**src/rtl/irq_split_pkg.sv**
```systemverilog
package irq_split_pkg;

    typedef enum logic [1:0] {
        LN_QUIET  = 2'b00,
        LN_HELD   = 2'b01,
        LN_RAISED = 2'b10,
        LN_QUEUED = 2'b11
    } lane_state_e;

    localparam logic SEL_ENABLE = 1'b0;
    localparam logic SEL_STATUS = 1'b1;

endpackage

```
**src/rtl/irq_split_edge.sv**
```systemverilog
module irq_split_edge #(
    parameter int W = 32
) (
    input  logic         clk,
    input  logic         rst_n,
    input  logic [W-1:0] level_i,
    output logic [W-1:0] rise_o
);
    logic [W-1:0] last_q;

    always_ff @(posedge clk) begin
        if (!rst_n) last_q <= '0;
        else        last_q <= level_i;
    end

    assign rise_o = level_i & ~last_q;
endmodule

```
**src/rtl/irq_split_enmask.sv**
```systemverilog
module irq_split_enmask #(
    parameter int W = 32
) (
    input  logic         clk,
    input  logic         rst_n,
    input  logic         wr_i,
    input  logic [W-1:0] data_i,
    output logic [W-1:0] readback_o,
    output logic [W-1:0] enable_eff_o,
    output logic [W-1:0] mask_eff_o
);
    logic [W-1:0] en_q, mk_q, rb_q;
    logic [W-1:0] en_n, mk_n, rb_n;
    logic [W-1:0] delta;

    always_comb begin
        en_n  = en_q;
        mk_n  = mk_q;
        rb_n  = rb_q;
        delta = rb_q ^ data_i;
        if (wr_i) begin
            if (data_i == '0 && en_q == '0) begin
                rb_n = '0;
            end else if ((en_q | data_i) != en_q) begin
                en_n = en_q | data_i;
                rb_n = data_i;
            end else begin
                if (|(delta & data_i)) mk_n = mk_q & ~delta;
                else                   mk_n = mk_q | delta;
                rb_n = data_i;
            end
        end
    end

    always_ff @(posedge clk) begin
        if (!rst_n) begin
            en_q <= '0;
            mk_q <= '0;
            rb_q <= '0;
        end else begin
            en_q <= en_n;
            mk_q <= mk_n;
            rb_q <= rb_n;
        end
    end

    assign readback_o   = rb_q;
    assign enable_eff_o = en_n;
    assign mask_eff_o   = mk_n;

    // enable set only grows
    a_r5_enable_sticky: assert property (@(posedge clk) disable iff (!rst_n)
        1'b1 |=> ((en_q & $past(en_q)) == $past(en_q)));

    // a write that adds enable bits leaves the mask alone
    a_r5_mask_kept_on_grow: assert property (@(posedge clk) disable iff (!rst_n)
        (wr_i && ((en_q | data_i) != en_q)) |=> $stable(mk_q));
endmodule

```
**src/rtl/irq_split_lane.sv**
```systemverilog
module irq_split_lane
    import irq_split_pkg::*;
(
    input  logic clk,
    input  logic rst_n,
    input  logic hit_i,
    input  logic masked_i,
    input  logic wipe_i,
    input  logic ack_i,
    output logic status_o,
    output logic irq_o
);
    lane_state_e state_q, state_n;
    logic        out_q, out_n;
    logic        st, pd;

    always_comb begin
        st    = (state_q == LN_RAISED) || (state_q == LN_QUEUED);
        pd    = (state_q == LN_QUEUED) || (state_q == LN_HELD);
        out_n = out_q;
        // register write acts first
        if (wipe_i) st = 1'b0;
        if (ack_i) begin
            if (pd) begin
                st    = 1'b1;
                pd    = 1'b0;
                out_n = 1'b1;
            end else begin
                out_n = 1'b0;
            end
        end
        // then the source event
        if (hit_i) begin
            if (masked_i || st) begin
                pd = 1'b1;
            end else begin
                st    = 1'b1;
                out_n = 1'b1;
            end
        end
        unique case ({st, pd})
            2'b00:   state_n = LN_QUIET;
            2'b01:   state_n = LN_HELD;
            2'b10:   state_n = LN_RAISED;
            default: state_n = LN_QUEUED;
        endcase
    end

    always_ff @(posedge clk) begin
        if (!rst_n) state_q <= LN_QUIET;
        else        state_q <= state_n;
    end

    always_ff @(posedge clk) begin
        if (!rst_n) out_q <= 1'b0;
        else        out_q <= out_n;
    end

    assign status_o = (state_q == LN_RAISED) || (state_q == LN_QUEUED);
    assign irq_o    = out_q;

    // a line only rises together with its status bit
    a_r2_rise_with_status: assert property (@(posedge clk) disable iff (!rst_n)
        $rose(out_q) |-> status_o);

    // a recorded event survives until an acknowledge
    a_r4_pending_kept: assert property (@(posedge clk) disable iff (!rst_n)
        ((state_q == LN_QUEUED || state_q == LN_HELD) && !ack_i)
        |=> (state_q == LN_QUEUED || state_q == LN_HELD));

    // acknowledge with nothing recorded and no new event drops the line
    a_r9_ack_drops: assert property (@(posedge clk) disable iff (!rst_n)
        (ack_i && !hit_i && (state_q == LN_QUIET || state_q == LN_RAISED))
        |=> !out_q);
endmodule

```
**src/rtl/irq_split_chan.sv**
```systemverilog
module irq_split_chan
    import irq_split_pkg::*;
#(
    parameter int SRC_W = 32,
    parameter int OUT_N = 10
) (
    input  logic             clk,
    input  logic             rst_n,
    input  logic [SRC_W-1:0] src_i,
    input  logic             wr_en,
    input  logic             wr_sel,
    input  logic [SRC_W-1:0] wr_data,
    input  logic             rd_sel,
    output logic [SRC_W-1:0] rd_data,
    output logic [OUT_N-1:0] irq_o
);
    localparam int HI_W = SRC_W - OUT_N;

    logic [SRC_W-1:0] rise, en_eff, mk_eff, en_rb, sel_all, status_w;
    logic [OUT_N-1:0] hits, st_bits;
    logic             st_wr, st_wipe, st_ack;
    logic             hi_unused;

    irq_split_edge #(.W(SRC_W)) u_edge (
        .clk(clk), .rst_n(rst_n), .level_i(src_i), .rise_o(rise)
    );

    irq_split_enmask #(.W(SRC_W)) u_enmask (
        .clk(clk), .rst_n(rst_n),
        .wr_i(wr_en && (wr_sel == SEL_ENABLE)),
        .data_i(wr_data),
        .readback_o(en_rb),
        .enable_eff_o(en_eff),
        .mask_eff_o(mk_eff)
    );

    assign sel_all   = rise & en_eff;
    assign hits      = sel_all[OUT_N-1:0];
    assign hi_unused = |{sel_all[SRC_W-1:OUT_N], mk_eff[SRC_W-1:OUT_N]};

    assign st_wr   = wr_en && (wr_sel == SEL_STATUS);
    assign st_wipe = st_wr && (wr_data != '0);
    assign st_ack  = st_wipe && (wr_data != '1);

    for (genvar i = 0; i < OUT_N; i++) begin : g_lane
        irq_split_lane u_lane (
            .clk(clk), .rst_n(rst_n),
            .hit_i(hits[i]),
            .masked_i(mk_eff[i]),
            .wipe_i(st_wipe && wr_data[i]),
            .ack_i(st_ack && wr_data[i]),
            .status_o(st_bits[i]),
            .irq_o(irq_o[i])
        );
    end

    assign status_w = {{HI_W{1'b0}}, st_bits};
    assign rd_data  = (rd_sel == SEL_STATUS) ? status_w : en_rb;

    // zero status write with no event leaves status untouched
    a_r7_zero_write: assert property (@(posedge clk) disable iff (!rst_n)
        (st_wr && wr_data == '0 && hits == '0) |=> $stable(st_bits));

    // all-ones write with no event leaves the lines untouched
    a_r8_wipe_keeps_lines: assert property (@(posedge clk) disable iff (!rst_n)
        (st_wr && wr_data == '1 && hits == '0) |=> $stable(irq_o));

    // all-ones write with no event empties status
    a_r8_wipe_clears: assert property (@(posedge clk) disable iff (!rst_n)
        (st_wr && wr_data == '1 && hits == '0) |=> (st_bits == '0));
endmodule

```
**config.mk**
```make
export PLATFORM = sky130hd
export DESIGN_NAME = irq_split_chan
export DESIGN_NICKNAME = d
export VERILOG_FILES = /design/src/rtl/irq_split_pkg.sv /design/src/rtl/irq_split_edge.sv /design/src/rtl/irq_split_enmask.sv /design/src/rtl/irq_split_lane.sv /design/src/rtl/irq_split_chan.sv
export SDC_FILE = /design/constraint.sdc
export NUM_CORES = 1
export LEC_CHECK = 0
export BUFFER_PORTS_ARGS = -buffer_cell sky130_fd_sc_hd__buf_2
export CAP_MARGIN = 40
export CORE_AREA = 2 2 117 119
export DETAILED_ROUTE_END_ITERATION = 10
export DIE_AREA = 0 0 119 121
export GPL_ROUTABILITY_DRIVEN = 0
export HOLD_SLACK_MARGIN = 0.02
export PLACE_DENSITY = 0.65
export SETUP_SLACK_MARGIN = 0.02
export SYNTH_ARGS = -nofsm -noshare
export SYNTH_HDL_FRONTEND = slang
export SYNTH_SLANG_ARGS = --single-unit
```
**constraint.sdc**
```tcl
create_clock -name clk -period 5.3 [get_ports clk]
set_clock_uncertainty 0.2 [all_clocks]
set_input_delay 1.06 -clock clk [delete_from_list [all_inputs] [get_ports clk]]
set_output_delay 1.06 -clock clk [all_outputs]
set_load 0.01 [all_outputs]
```
; ---- Word level (Yosys, flattened, before mapping)
; Index checks and enable logic that the tools add are counted.
[classes]
n_eq_ne = 52
n_mux = 139
bitwise_logic = 12
reduce_logical = 70
[op_table]
columns = cell, count
row1 = 32-bit two-way mux, 6
row2 = 1-bit two-way mux, 120
row3 = 32-bit bitwise AND, 2
row4 = 32-bit logical NOT, 2
row5 = 32-bit OR, 2
row6 = 2-bit equality test (second input constant), 30
row7 = 2-bit case mux with 3 select lines, 10
row8 = 2-bit by 1-bit equality test with 1-bit output (second input constant), 20
row9 = 32-bit inequality test, 1
row10 = 32-bit inequality test (second input constant), 1
row11 = 32-bit NOT, 1
row12 = 32-bit nonzero test, 1
row13 = 32-bit OR reduction, 1
row14 = 32-bit XOR, 1
row15 = 1-bit logical OR, 30
row16 = 10-bit two-way mux, 3
row17 = 1-bit logical AND, 25
row18 = 10-bit bitwise AND, 2
row19 = 2-bit logical NOT, 10
row20 = 10-bit NOT, 1
row21 = 1-bit NOT, 3
row22 = 3-bit AND reduction, 1
[totals]
register_bits = 136
output_inout_bits = 42

; ---- Depth between registers and ports, before layout
[depth]
word_depth = 12
mapped_depth = 9

; ---- By module
; Synthesis repeated with hierarchy kept, for this count alone.
[hier_totals]
hier_cells = 940
hier_area_um2 = 9016.1
[by_module_without_submodules]
columns = module, instances, cells_each, area_each_um2, seq_area_each_um2
row1 = irq_split_enmask, 1, 601, 5804.3, 1921.8
row2 = irq_split_lane, 10, 15, 150.1, 60.1
row3 = irq_split_edge, 1, 99, 1092.3, 640.6
row4 = irq_split_chan, 1, 90, 618.1, 0.0

; ---- Worst setup path before layout
; Ideal clock, no wire load.
[synth_timing]
path_type = input port to flip-flop
startpoint = input port wr_data[7]
endpoint = register g_lane[9].u_lane.out_q
setup_ns = 0.134
arrival_ns = 2.953
required_time_ns = 4.966
slack_ns = 2.013
stages = 8
path_cell_list = ha_1 -> nor4_1 -> nand2_1 -> or4_1 -> or4b_4 -> buf_6 -> o31ai_4 -> o22ai_1
[synth_between]
elab_chain_cells = 10
word_cells_on_any_way = 28
cone_classes = 2 x eq/ne / 13 x mux / 4 x bitwise / 9 x reduce/logical
[synth_lines]
columns = element, line_no
row1 = start: declaration, irq_split_chan.sv:12  ; input logic [SRC_W-1:0] wr_data,
row2 = 32-bit XOR, irq_split_enmask.sv:20  ; delta = rb_q ^ data_i;
row3 = 32-bit bitwise AND, irq_split_enmask.sv:28  ; if (|(delta & data_i)) mk_n = mk_q & ~delta;
row4 = 32-bit OR reduction, irq_split_enmask.sv:28
row5 = 32-bit two-way mux, irq_split_enmask.sv:28
row6 = 10-bit two-way mux, irq_split_enmask.sv:24  ; end else if ((en_q | data_i) != en_q) begin
row7 = 10-bit two-way mux, irq_split_enmask.sv:22  ; if (data_i == '0 && en_q == '0) begin
row8 = 10-bit two-way mux, irq_split_enmask.sv:21  ; if (wr_i) begin
row9 = 1-bit logical OR, irq_split_lane.sv:34  ; if (masked_i || st) begin
row10 = 1-bit two-way mux, irq_split_lane.sv:34
row11 = 1-bit two-way mux *, irq_split_lane.sv:33  ; if (hit_i) begin
row12 = end signal: assignment, irq_split_lane.sv:56  ; else out_q <= out_n;
row13 = end: declaration, irq_split_lane.sv:14  ; logic out_q, out_n;
; Mark *: on every way between the ends. The rest lies on a longest branch, timed or not.
; A chain may end at the register's enable or synchronous reset.

; ---- Final worst setup path
[layout_timing]
startpoint = input port wr_data[3]
endpoint = register g_lane[9].u_lane.out_q
; Same word-level chain as after synthesis.

==> flow_metrics.env <==
export IMPL_status="complete, no violations"
export IMPL_ys_ff_latch=114
export IMPL_cts_resized=0
export IMPL_drc_errors=0
export IMPL_vias=5341
export IMPL_synth_edf_count=0
export IMPL_cp_end_kind="register"
export IMPL_cap_violations=0
export IMPL_synthesis_area_sq_mm=0.00576
export IMPL_avgSynthCellArea_sq_um=8.89
export IMPL_p_comb_frac=0.113
export IMPL_synth_seq_area_share=0.396
export IMPL_ys_types=46
export IMPL_yosysTopAreaCellShare=0.396
export IMPL_vias_per_cell=5.99
export IMPL_core_sq_mm=0.0131
export IMPL_row_count=42
export IMPL_swShare=0.255
export IMPL_grt_max_degree=52
export IMPL_synthCells=648
export IMPL_port_buffers=88
export IMPL_antenna_cells=0
export IMPL_slew_limit_headroom=0.460
export IMPL_start_util=0.440
export IMPL_cts_root_buffer="clkbuf_16"
export IMPL_die_width_microns=119
export IMPL_fin_crit_sh=0.679
export IMPL_crit_type="in2reg"
export IMPL_grt_overflow_total=0
export IMPL_seqPwrFrac=0.418
export IMPL_rsz0062_at_grt="no"
export IMPL_dp_hpwl_microns=11200
export IMPL_arrival_ns=3.68
export IMPL_grt_pass1_wl_microns=26400
export IMPL_yosysTopAreaCell="dfxtp_1"
export IMPL_synthArstFlopShare=0
export IMPL_hold_start="u_enmask.en_q[20]"
export IMPL_fmaxAchievable_ghz=0.278
export IMPL_clock_sinks=114
export IMPL_ir_drop_v=0.000183
export IMPL_power_mw=2.20
export IMPL_fillers=1241
export IMPL_crit_fanout=20
export IMPL_critPathRequiredTime_ns=5.38
export IMPL_finalSetupViolations=0
export IMPL_synth_most_common_cell="dfxtp_1"
export IMPL_intPower_mw=1.64
export IMPL_critPathLaunch="wr_data[3]"
export IMPL_pre_cts_ws_ns=1.33
export IMPL_die_h_microns=121
export IMPL_synth_area_top_cells="dfxtp_1 40%, nor2_1 5.0%, a22oi_1 4.2%"
export IMPL_r2r_start="u_enmask.readback_o[3]"
export IMPL_p_clk_frac=0.469
export IMPL_track_usage=0.236
export IMPL_leakage_nw=2.85
export IMPL_ioPinCount=111
export IMPL_drive_above_1_share=0.232
export IMPL_hp_class="reg2reg"
export IMPL_h_tree_depth=4
export IMPL_power_density_mw_per_mm2=328
export IMPL_dr_pass1_iters=5
export IMPL_path_clk_slew_ns=0.05
export IMPL_tritoncts="built"
export IMPL_drt_wirelength_per_cell_microns=18.9
export IMPL_antenna_found_initial=0
export IMPL_worst_slew_pin_slew_ns=0.810
export IMPL_report_final_slew_viol_count=0
export IMPL_clkLatencyLatePin_ns=0.42
export IMPL_synth_fp_nets=727
export IMPL_cts_buffers_inserted=17
export IMPL_synthToLayoutAreaGrowth_pct=16.8
export IMPL_setup_ws_ns=1.70
export IMPL_clk_path_buf_depth=2
export IMPL_post_cts_buffers=0
export IMPL_synth_commonest_cells="114 x dfxtp_1, 76 x nor2_1, 34 x clkbuf_1"
export IMPL_first_iter_violations=363
export IMPL_fin_crit_ns=3.60
export IMPL_synth_top_flop_cell="dfxtp_1"
export IMPL_startpoint_type="input port"
export IMPL_wl_microns=16800
export IMPL_final_nets=782
export IMPL_setup_tns_ns=0
export IMPL_postCtsHoldBufs=0
export IMPL_netSwitchingPower_uw=562
export IMPL_ys_warn_count=0
export IMPL_dieArea_sq_mm=0.0144
export IMPL_finalHoldViolations=0
export IMPL_first_global_vias=5066
export IMPL_drtAntennaViolNets=0
[stage by stage]
| step | utilization | instances | area [sq um] | hold WS, ns |
|---|---|---|---|---|
| after floorplan | - | 648 | 5760 | 0.250 |
| after CTS | 0.514 | 892 | 6730 | 0.295 |
| final | 0.514 | 892 | 6730 | 0.297 |
| after global routing | 0.514 | 892 | 6730 | 0.331 |
| after detailed placement | 0.473 | 860 | 6190 | 0.282 |
| after global placement | 0.472 | 858 | 6170 | 0.267 |
[critical path, stage by stage]
cell and delay, ns:
buf_2 0.18, ha_1 0.24, nor4_1 0.38, nand2_1 0.16
or4_1 0.55, or4b_4 0.69, o31ai_4 0.27, o22ai_1 0.12
[power groups by stage]
stage | combinational [mW] | clock, mW | sequential [mW]
detailed placement | 0.244 | 0 | 0.938
global placement | 0.239 | 0 | 0.936
finish | 0.248 | 1.03 | 0.922
floorplan | 0.169 | 0 | 0.929
global route | 0.271 | 1.09 | 0.925
CTS | 0.246 | 1.05 | 0.921
[layer usage]
layer | vias up | GRT usage | wire length (microns)
met5 | - | 0 | 0
met4 | 0 | 0.119 | 616
met3 | 49 | 0.0573 | 1230
met2 | 262 | 0.380 | 7650
met1 | 2518 | 0.294 | 7340
li1 | 2512 | - | -
[logic make-up (layout without fill, tap and decap cells)]
kind of cell	after synthesis	count (layout)	share of synthesized area
adder cells (fa/ha/maj)	10	10	0.0217
buffers and inverters	95	163	0.0773
AO/OA/AOI/OAI	184	184	0.285
AND/OR/NAND/NOR	245	245	0.220
flip-flops	114	114	0.396
[path summary, 6_finish.rpt]
check	endpoint	slack (ns)	cells after the start
worst max-delay path	g_lane[9].u_lane.irq_o	1.70	8
worst min-delay path	u_enmask.en_q[20]	0.30	2
worst max register to register	g_lane[9].u_lane.irq_o	2.19	8
worst min register to register	u_enmask.en_q[20]	0.30	2
[registers in the layout (all words and copies together), names as in the netlist]
signal                 cells
u_enmask.mk_q             10
g_lane.u_lane.irq_o       10
u_enmask.readback_o       32
u_edge.last_q             10
g_lane.u_lane.state_q     20
u_enmask.en_q             32
[layout by cell type, fill, tap and decap left out, types with 10 or more instances in the layout]
master,Yosys,final
a22oi_1,32,32
a31oi_1,22,22
a32o_1,10,10
a32oi_1,20,20
and2_1,11,11
buf_2,8,89
clkbuf_16,0,17
dfxtp_1,114,114
ha_1,10,10
inv_1,31,30
nand2_1,31,31
nand2b_1,31,31
nand3_1,10,10
nand4_1,14,14
nor2_1,76,76
nor2b_1,28,28
nor4_1,21,21
o211a_1,10,10
o21ai_0,11,11
o32ai_1,18,18
or2_2,10,10
[layout make-up]
cell class              count  area, sq um  area share
clock inverters             5         25.0     0.00372
clock buffers              27          513      0.0763
multi-input cells         439         3050       0.453
well taps                 176          220      0.0327
flip-flops and latches    114         2280       0.339
repair buffers             97          509      0.0757
inverters                  34          128      0.0190
No activity file was read; power rests on OpenSTA's default activity.
